[config.mk]
export PLATFORM = sky130hd
export DESIGN_NAME = oneshot_capture_timer
export DESIGN_NICKNAME = d
export VERILOG_FILES = /design/src/rtl/ost_pkg.sv /design/src/rtl/ost_trig_sync.sv /design/src/rtl/ost_counter.sv /design/src/rtl/ost_channel.sv /design/src/rtl/oneshot_capture_timer.sv
export SDC_FILE = /design/constraint.sdc
export NUM_CORES = 1
export LEC_CHECK = 0
export ABC_CLOCK_PERIOD_IN_PS = 3850
export BUFFER_PORTS_ARGS = -buffer_cell sky130_fd_sc_hd__buf_2
export CAP_MARGIN = 20
export CORE_ASPECT_RATIO = 0.5
export CORE_UTILIZATION = 25
export CTS_BUF_LIST = sky130_fd_sc_hd__clkbuf_8
export CTS_CLUSTER_SIZE = 25
export DETAILED_ROUTE_END_ITERATION = 7
export PLACE_DENSITY = 0.5
export SLEW_MARGIN = 20
export SYNTH_ARGS = -nofsm -noshare
export SYNTH_HDL_FRONTEND = slang
export SYNTH_SLANG_ARGS = --single-unit
[constraint.sdc]
create_clock -name clk_i -period 3.85 [get_ports clk_i]
set_input_delay 0.5775 -clock clk_i [delete_from_list [all_inputs] [get_ports clk_i]]
set_output_delay 0.5775 -clock clk_i [all_outputs]
set_load 0.01 [all_outputs]
[src/rtl/ost_pkg.sv]
package ost_pkg;
  localparam int unsigned CNT_W = 16;
  typedef logic [CNT_W-1:0] cnt_t;

  // Leading-edge compare value: capture + delay, modulo 2^CNT_W.
  function automatic cnt_t lead_point(input cnt_t cap, input cnt_t dly);
    return cnt_t'(cap + dly);
  endfunction

  // Trailing-edge compare value: leading point + width, modulo 2^CNT_W.
  function automatic cnt_t trail_point(input cnt_t cap, input cnt_t dly, input cnt_t wid);
    return cnt_t'(lead_point(cap, dly) + wid);
  endfunction
endpackage

[src/rtl/ost_trig_sync.sv]
module ost_trig_sync #(
  parameter int unsigned STAGES = 2
) (
  input  logic clk_i,
  input  logic rst_ni,
  input  logic trig_i,
  output logic rise_o
);
  logic [STAGES-1:0] sh_q;
  logic              last_q;

  always_ff @(posedge clk_i or negedge rst_ni) begin
    if (!rst_ni) begin
      sh_q   <= '0;
      last_q <= 1'b0;
    end else begin
      sh_q   <= {sh_q[STAGES-2:0], trig_i};
      last_q <= sh_q[STAGES-1];
    end
  end

  assign rise_o = sh_q[STAGES-1] & ~last_q;
endmodule

[src/rtl/ost_counter.sv]
module ost_counter
  import ost_pkg::*;
(
  input  logic clk_i,
  input  logic rst_ni,
  input  logic tick_i,
  output cnt_t cnt_o,
  output logic adv_o
);
  cnt_t cnt_q;
  logic adv_q;

  always_ff @(posedge clk_i or negedge rst_ni) begin
    if (!rst_ni) begin
      cnt_q <= '0;
      adv_q <= 1'b0;
    end else begin
      adv_q <= tick_i;
      if (tick_i) cnt_q <= cnt_t'(cnt_q + 1'b1);
    end
  end

  assign cnt_o = cnt_q;
  assign adv_o = adv_q;
endmodule

[src/rtl/ost_channel.sv]
module ost_channel
  import ost_pkg::*;
(
  input  logic clk_i,
  input  logic rst_ni,
  input  logic rise_i,
  input  logic arm_i,
  input  cnt_t cnt_i,
  input  logic adv_i,
  input  cnt_t delay_i,
  input  cnt_t width_i,
  output logic pulse_o,
  output logic trig_evt_o,
  output logic done_irq_o,
  output cnt_t cap0_o,
  output cnt_t cap1_o,
  output logic en_all_o
);
  localparam int unsigned NCMP = 2;

  logic [1:0]      en_q;
  logic            launched_q;
  logic            pulse_q;
  logic            evt_q;
  logic            irq_q;
  cnt_t            cap0_q;
  cnt_t            cap1_q;
  cnt_t            cmp_q [NCMP];
  logic [NCMP-1:0] match;
  logic            live;
  logic            accept;

  assign live   = launched_q & (&en_q);
  assign accept = rise_i & (&en_q) & ~launched_q;

  // One match strobe per compare register, valid only on an advance cycle.
  for (genvar i = 0; i < NCMP; i++) begin : g_cmp
    assign match[i] = adv_i & live & (cnt_i == cmp_q[i]);
  end

  always_ff @(posedge clk_i or negedge rst_ni) begin
    if (!rst_ni) begin
      en_q       <= 2'b00;
      launched_q <= 1'b0;
      pulse_q    <= 1'b0;
      evt_q      <= 1'b0;
      irq_q      <= 1'b0;
      cap0_q     <= '0;
      cap1_q     <= '0;
      cmp_q[0]   <= '0;
      cmp_q[1]   <= '0;
    end else begin
      evt_q <= rise_i;
      irq_q <= match[1];
      if (rise_i) cap1_q <= cnt_i;
      if (arm_i) begin
        en_q       <= 2'b11;
        launched_q <= 1'b0;
        pulse_q    <= 1'b0;
      end else begin
        if (accept) begin
          launched_q <= 1'b1;
          cap0_q     <= cnt_i;
          cmp_q[0]   <= lead_point(cnt_i, delay_i);
          cmp_q[1]   <= trail_point(cnt_i, delay_i, width_i);
        end
        pulse_q <= pulse_q ^ match[0] ^ match[1];
        if (match[1]) en_q <= 2'b00;
      end
    end
  end

  assign pulse_o    = pulse_q;
  assign trig_evt_o = evt_q;
  assign done_irq_o = irq_q;
  assign cap0_o     = cap0_q;
  assign cap1_o     = cap1_q;
  assign en_all_o   = &en_q;
endmodule

[src/rtl/oneshot_capture_timer.sv]
module oneshot_capture_timer
  import ost_pkg::*;
#(
  parameter int unsigned SYNC_STAGES = 2
) (
  input  logic             clk_i,
  input  logic             rst_ni,
  input  logic             tick_i,
  input  logic             trig_i,
  input  logic             arm_i,
  input  logic [CNT_W-1:0] delay_i,
  input  logic [CNT_W-1:0] width_i,
  output logic             pulse_o,
  output logic             trig_evt_o,
  output logic             done_irq_o,
  output logic [CNT_W-1:0] cap0_o,
  output logic [CNT_W-1:0] cap1_o
);
  cnt_t cnt;
  logic cnt_adv;
  logic trig_rise;
  logic en_all;

  ost_trig_sync #(.STAGES(SYNC_STAGES)) u_sync (
    .clk_i  (clk_i),
    .rst_ni (rst_ni),
    .trig_i (trig_i),
    .rise_o (trig_rise)
  );

  ost_counter u_cnt (
    .clk_i  (clk_i),
    .rst_ni (rst_ni),
    .tick_i (tick_i),
    .cnt_o  (cnt),
    .adv_o  (cnt_adv)
  );

  ost_channel u_chan (
    .clk_i      (clk_i),
    .rst_ni     (rst_ni),
    .rise_i     (trig_rise),
    .arm_i      (arm_i),
    .cnt_i      (cnt),
    .adv_i      (cnt_adv),
    .delay_i    (delay_i),
    .width_i    (width_i),
    .pulse_o    (pulse_o),
    .trig_evt_o (trig_evt_o),
    .done_irq_o (done_irq_o),
    .cap0_o     (cap0_o),
    .cap1_o     (cap1_o),
    .en_all_o   (en_all)
  );
endmodule

---- After elaboration in Yosys (flattened, before gate mapping) ----
Index checks and enable logic that the tools add are counted.
word-level totals
  register bits ........................... 90
  input bits .............................. 37
  output and inout port bits .............. 35
  word-level logic and storage cells ...... 39
cells by class
  $add $sub $neg .......................... 3
  eq/ne operators ......................... 2
  bitwise logic cells ..................... 12
  reduce and logical (&&, ||, !) cells .... 4
  mux-type cells .......................... 5
operators with widths
  cell                                           number
  adder 16 bit                                   2
  equality test 16 bit                           2
  adder 16 x 1 -> 16 bit, second input constant  1
  bitwise AND 1 bit                              7
  2-to-1 mux 2 bit                               2
  AND reduction 2 bit                            2
  nonzero test 2 bit                             2
  2-to-1 mux 1 bit                               3
  NOT 1 bit                                      3
  bitwise XOR 1 bit                              2

---- Longest topological paths before layout ----
  depth after elaboration ................. 7
  mapped depth ............................ 16
  gate-level depth less buffers ........... 16

---- Cells and area by module ----
A second synthesis with hierarchy kept.
second synthesis, totals
  cell total of the unflattened synthesis .. 501
  area total of the unflattened synthesis .. 5042.3 µm²
by module, submodules not included
  module         area an instance (µm²)  seq. area each (µm²)  cells an instance  times used
  ost_channel    4232.8                  1726.7                440                1
  ost_counter    720.7                   425.4                 57                 1
  ost_trig_sync  88.8                    75.1                  4                  1

---- Worst setup path after synthesis ----
OpenSTA, ideal clock, no wires.
  kind .................................... input port to flip-flop
  start point ............................. input delay_i[0]
  end point ............................... register u_chan.cmp_q[15] (netlist bit)
  cell stages on the path ................. 16
  data required time ...................... 3.713 ns
  library setup time ...................... 0.137 ns
  setup slack ............................. 0.213 ns
  data arrival time ....................... 3.500 ns
  cell sequence ........................... ha_1 fa_1 a21o_1 a21oi_1 o21bai_1 a21o_1 a21oi_1 xnor2_1 ha_1 and2_1 nand4_1 a21oi_1 nor2_1 o31a_1 nor3_1 o31ai_2
between the ends
  word-level cells in the longest chain between the ends .. 2
RTL lines
  element          RTL line                     source
  start, declared  oneshot_capture_timer.sv:11  input logic [CNT_W-1:0] delay_i,
  adder 16 bit     ost_pkg.sv:7                 return cnt_t'(cap + dly);
  adder 16 bit     ost_pkg.sv:12                return cnt_t'(lead_point(cap, dly) + wid);
  end, declared    ost_channel.sv:28            cnt_t cmp_q [NCMP];
No other way between the ends.
A chain may end at the register's enable or synchronous reset.

---- Worst setup path after layout ----
  start point ............................. register u_cnt.cnt_q[0], in the netlist u_cnt.cnt_o[0]
  end point ............................... register u_chan.cmp_q[15] (netlist bit)
between the ends
  word-level cells in the longest chain between the ends .. 2
RTL lines
  element                 RTL line           source
  start, declared         ost_counter.sv:10  cnt_t cnt_q;
  start signal, assigned  ost_counter.sv:19  if (tick_i) cnt_q <= cnt_t'(cnt_q + 1'b1);
  adder 16 bit            ost_pkg.sv:7
  adder 16 bit            ost_pkg.sv:12
No other way between the ends.

==> metrics.md <==
| Metric | Value |
|---|---|
| R2R cell count | 16 |
| GPL Wtd Cong | 0.791 |
| Initial Util | 26.1% |
| Slew @ Worst Pin | 1.01 ns |
| Hold Fails Final Rpt | 0 |
| Place WS | -0.148 ns |
| Combinational Power Share | 50.3% |
| Post-synth EDFFs | 0 |
| Slew HR | between 30% and 40% |
| Crit start category | flop |
| Placed inst area | ~6100 µm² |
| Maxcap violations | 0 |
| Hold WS | 0.206 ns |
| First-pass GRT wire length | 22.8 mm |
| Final Critical Period | 3.55 ns |
| Ant. Diodes | 0 |
| Power Internal | approximately 2400 µW |
| CP arrival | 3.84 ns |
| Die height | 104 µm |
| CP Class | reg2reg |
| Die Wd | 205 µm |
| # DRC | 0 |
| Most used DFF post-synth | dfrtp_1 |
| Count of final setup violators | 0 |
| CTS tree | done |
| Yosys warns | 0 |
| Skew final | about 0.011 ns |
| Wire per inst | between 15 and 20 µm |
| Synthesized area | 5180 µm² |
| CP Capture Type | flop |
| Worst hold path class | in2async |
| Initial drt markers | around 210 |
| Number of nets in the layout | 685 |
| Vias in the first global route | 4127 |
| Die area | 21300 µm² |
| Clk pwr share | 16.3% |
| Final worst slack | 0.296 ns |
| Largest net degree at the start of global routing | 46 |
| Layout cells sized above 1 | 29.7% |
| GR Util All Layers | ~14% |
| FF-to-FF Start | u_cnt.cnt_o[0]$_DFFE_PN0P_ |
| Num CTS Buffers | 9 |
| Worst flop-to-flop path endpoint | u_chan.cmp_q[15]$_DFFE_PN0P_ |
| Net Sw Frac | 39.4% |
| Initial DRT Pass Iterations | 4 |
| Post-synthesis cell type count | 53 |
| Net switching power | about 1500 µW |
| Post-Syn Area per Cell | ~10 µm² |
| Placement Rows | 36 |
| Post-route design area | around 6300 µm² |
| LEAKAGE | 0.00314 µW |
| Fmax | 0.281 GHz |
| #FFs+latches synth | 89 |
| H-tree Lvls | 3 |
| RSZ-0062 raised after global routing | false |
| R2R setup slack | around 0.30 ns |
| Initial antenna violation count | 0 |
| Sequential area share after synthesis | 43.0% |
| Clk buf depth | 2 |
| Slew Viols, Final | 0 |
| Vias | approximately 4000 |
| Synth Instances | 514 |
| Post-route ant nets | 0 |
| Clock Latency Late Sink | 0.39 ns |
| Detailed-route wire length | around 14 mm |
| Outcome | completed |
| Sequential share of power | 33.5% |
| Peak VDD IR | 0.000183 V |
| Core box area | just under 20000 µm² |
| Final period util | 92.3% |
| Post-synth ARST share | 100% |
| HPWL after DPL | between 10 and 15 mm |
| Worst Path Max Fanout | 3 |
| Num ports | 72 |
| I/O Buffers | 71 |
| Vias per cell | 4.52 |
| PwrDens | 620 nW/µm² |
| Synthesis-to-finish area growth | 22.6% |
| Critical Path RT | 4.13 ns |
| Clk sinks | 89 |
| CTS clk-pin slew, worst paths | about 0.1 ns |
| Root buffer cell | clkbuf_8 |
| Remaining Overflow, GRT | 0 |
| Syn_nets | between 500 and 600 |
[cells in the final DEF (no fill, tap or decap), types with 3 or more instances in the layout]
cell type  instances
a21o_1            14
a21oi_1           21
a31oi_1            4
and2_1             4
and3_1             5
buf_2             70
buf_4             49
clkbuf_8           9
dfrtp_1           89
ha_1              31
inv_1             11
inv_6              4
mux2_2            32
nand2_1           77
nand2b_1           4
nand3_1           13
nand4_1           13
nor2_1            13
nor3_1             5
nor4_1             3
o211ai_1           3
o21a_1             5
o21ai_0           16
o21ai_1            5
o21bai_1           5
o31ai_1            4
xnor2_1           50
xor2_1            20
[layer usage]
| metal | up-vias | part of all wire [%] | track usage [%] |
|---|---|---|---|
| met5 | - | 0 | 0 |
| met4 | 0 | 1.6 | 4.18 |
| met3 | 15 | 3.0 | 2.89 |
| met2 | 56 | 43 | 21.3 |
| met1 | 1933 | 52 | 20.3 |
| li1 | 2005 | - | - |
[per-stage QoR]
stage | std cells | util [%] | setup TNS (ns) | total power, µW
6_report | 886 | 31.9 | 0 | 3930
5_1_grt | 886 | 31.9 | 0 | 4240
3_3_place_gp | 870 | 30.8 | -0.298 | 3260
4_1_cts | 886 | 31.7 | 0 | 3950
2_1_floorplan | 514 | - | 0 | 2590
3_5_place_dp | 870 | 30.8 | -0.403 | 3290
[Yosys cell counts, types with 2 or more instances]
cell / n / area share, %
o21ai_1: 3 / 0.29
dfrtp_1: 89 / 43
a21o_2: 2 / 0.34
o211ai_1: 3 / 0.44
o31ai_1: 4 / 0.58
a21o_1: 14 / 2.0
nor2_1: 13 / 0.94
o21bai_1: 5 / 0.73
nand2_1: 77 / 5.6
a211oi_1: 2 / 0.29
a2111o_1: 2 / 0.44
inv_1: 10 / 0.73
nand3_1: 13 / 1.3
xor2_1: 20 / 3.4
and3_1: 5 / 0.60
nand4_1: 13 / 1.6
mux2_2: 32 / 7.0
a221oi_1: 2 / 0.34
and2_1: 4 / 0.48
a21oi_1: 24 / 2.3
nor4_1: 3 / 0.36
mux2i_1: 2 / 0.39
a31oi_1: 4 / 0.48
buf_1: 2 / 0.15
fa_1: 2 / 0.77
clkbuf_1: 24 / 1.7
nand2b_1: 4 / 0.48
ha_1: 31 / 7.5
o21ai_0: 18 / 1.7
nor2b_1: 2 / 0.24
buf_4: 2 / 0.29
nor3_1: 6 / 0.58
nor3b_1: 2 / 0.29
o21a_1: 5 / 0.73
o31a_1: 2 / 0.34
xnor2_1: 51 / 8.6
[final cells by class]
cell class | instances | area, µm²
Tap cell | 266 | 333
Inverter | 11 | 41.3
Sequential cell | 89 | 2230
Multi-Input combinational cell | 385 | 2840
Timing Repair Buffer | 119 | 718
Fill cell | 2068 | 13500
Clock inverter | 7 | 62.6
Clock buffer | 9 | 124
[worst max-delay path: stages, from the launching register on]
cell and delay, ns:
dfrtp_1 0.39, ha_1 0.20, fa_1 0.40, a21o_1 0.18, a21oi_2 0.15, o21bai_1 0.10
a21o_1 0.20, a21oi_4 0.21, xnor2_2 0.12, ha_1 0.33, and2_1 0.17, nand4_1 0.11
a21oi_1 0.18, nor2_1 0.10, o31a_1 0.32, nor3_2 0.21, o31ai_2 0.08
[worst max-delay path by stage]
stage,start,endpoint,slack [ns],depth (start not counted)
floorplan,delay_i[0],u_chan.cmp_q[15]$_DFFE_PN0P_,0.21,16
global placement,delay_i[0],u_chan.cmp_q[15]$_DFFE_PN0P_,-0.12,17
detailed placement,delay_i[0],u_chan.cmp_q[15]$_DFFE_PN0P_,-0.15,17
CTS,u_cnt.cnt_o[0]$_DFFE_PN0P_,u_chan.cmp_q[15]$_DFFE_PN0P_,0.14,16
global route,u_cnt.cnt_o[0]$_DFFE_PN0P_,u_chan.cmp_q[15]$_DFFE_PN0P_,0.01,16
finish,u_cnt.cnt_o[0]$_DFFE_PN0P_,u_chan.cmp_q[15]$_DFFE_PN0P_,0.30,16
[power by group through the flow]
stage / Sequential, µW / Combinational (µW) / Clock [µW]
final: 1320 / 1980 / 640
after global routing: 1350 / 2190 / 697
after CTS: 1320 / 1960 / 670
after detailed placement: 1340 / 1950 / 0
after global placement: 1330 / 1930 / 0
after floorplan: 1340 / 1260 / 0
[logic make-up after synthesis]
logic type                 after synthesis  share of synthesized area (%)
DFF                                     89                           43.0
xor gates and xnor gates                71                           12.0
and+or+nand+nor                        149                           13.8
buffers and inverters                   40                           3.07
muxes                                   34                           7.35
AOI/OAI and AO/OA                       98                           12.5
adders and majority gates               33                           8.27
[flip-flops by register name, indices dropped and copies added, names as in the netlist]
signal	count
u_sync.last_q	1
u_chan.done_irq_o	1
u_cnt.adv_o	1
u_chan.launched_q	1
u_chan.trig_evt_o	1
u_chan.cap1_o	16
u_sync.sh_q	2
u_chan.pulse_o	1
u_chan.cap0_o	16
u_chan.cmp_q	32
u_cnt.cnt_o	16
u_chan.en_q	1
[repair_timing]
| item | in CTS | in global routing |
|---|---|---|
| setup endpoints to repair | 0 | 5 |
| gates resized for setup | 0 | 11 |
| setup buffers | 0 | 0 |
| hold buffers | 0 | 0 |
(Power assumes the default switching activity.)
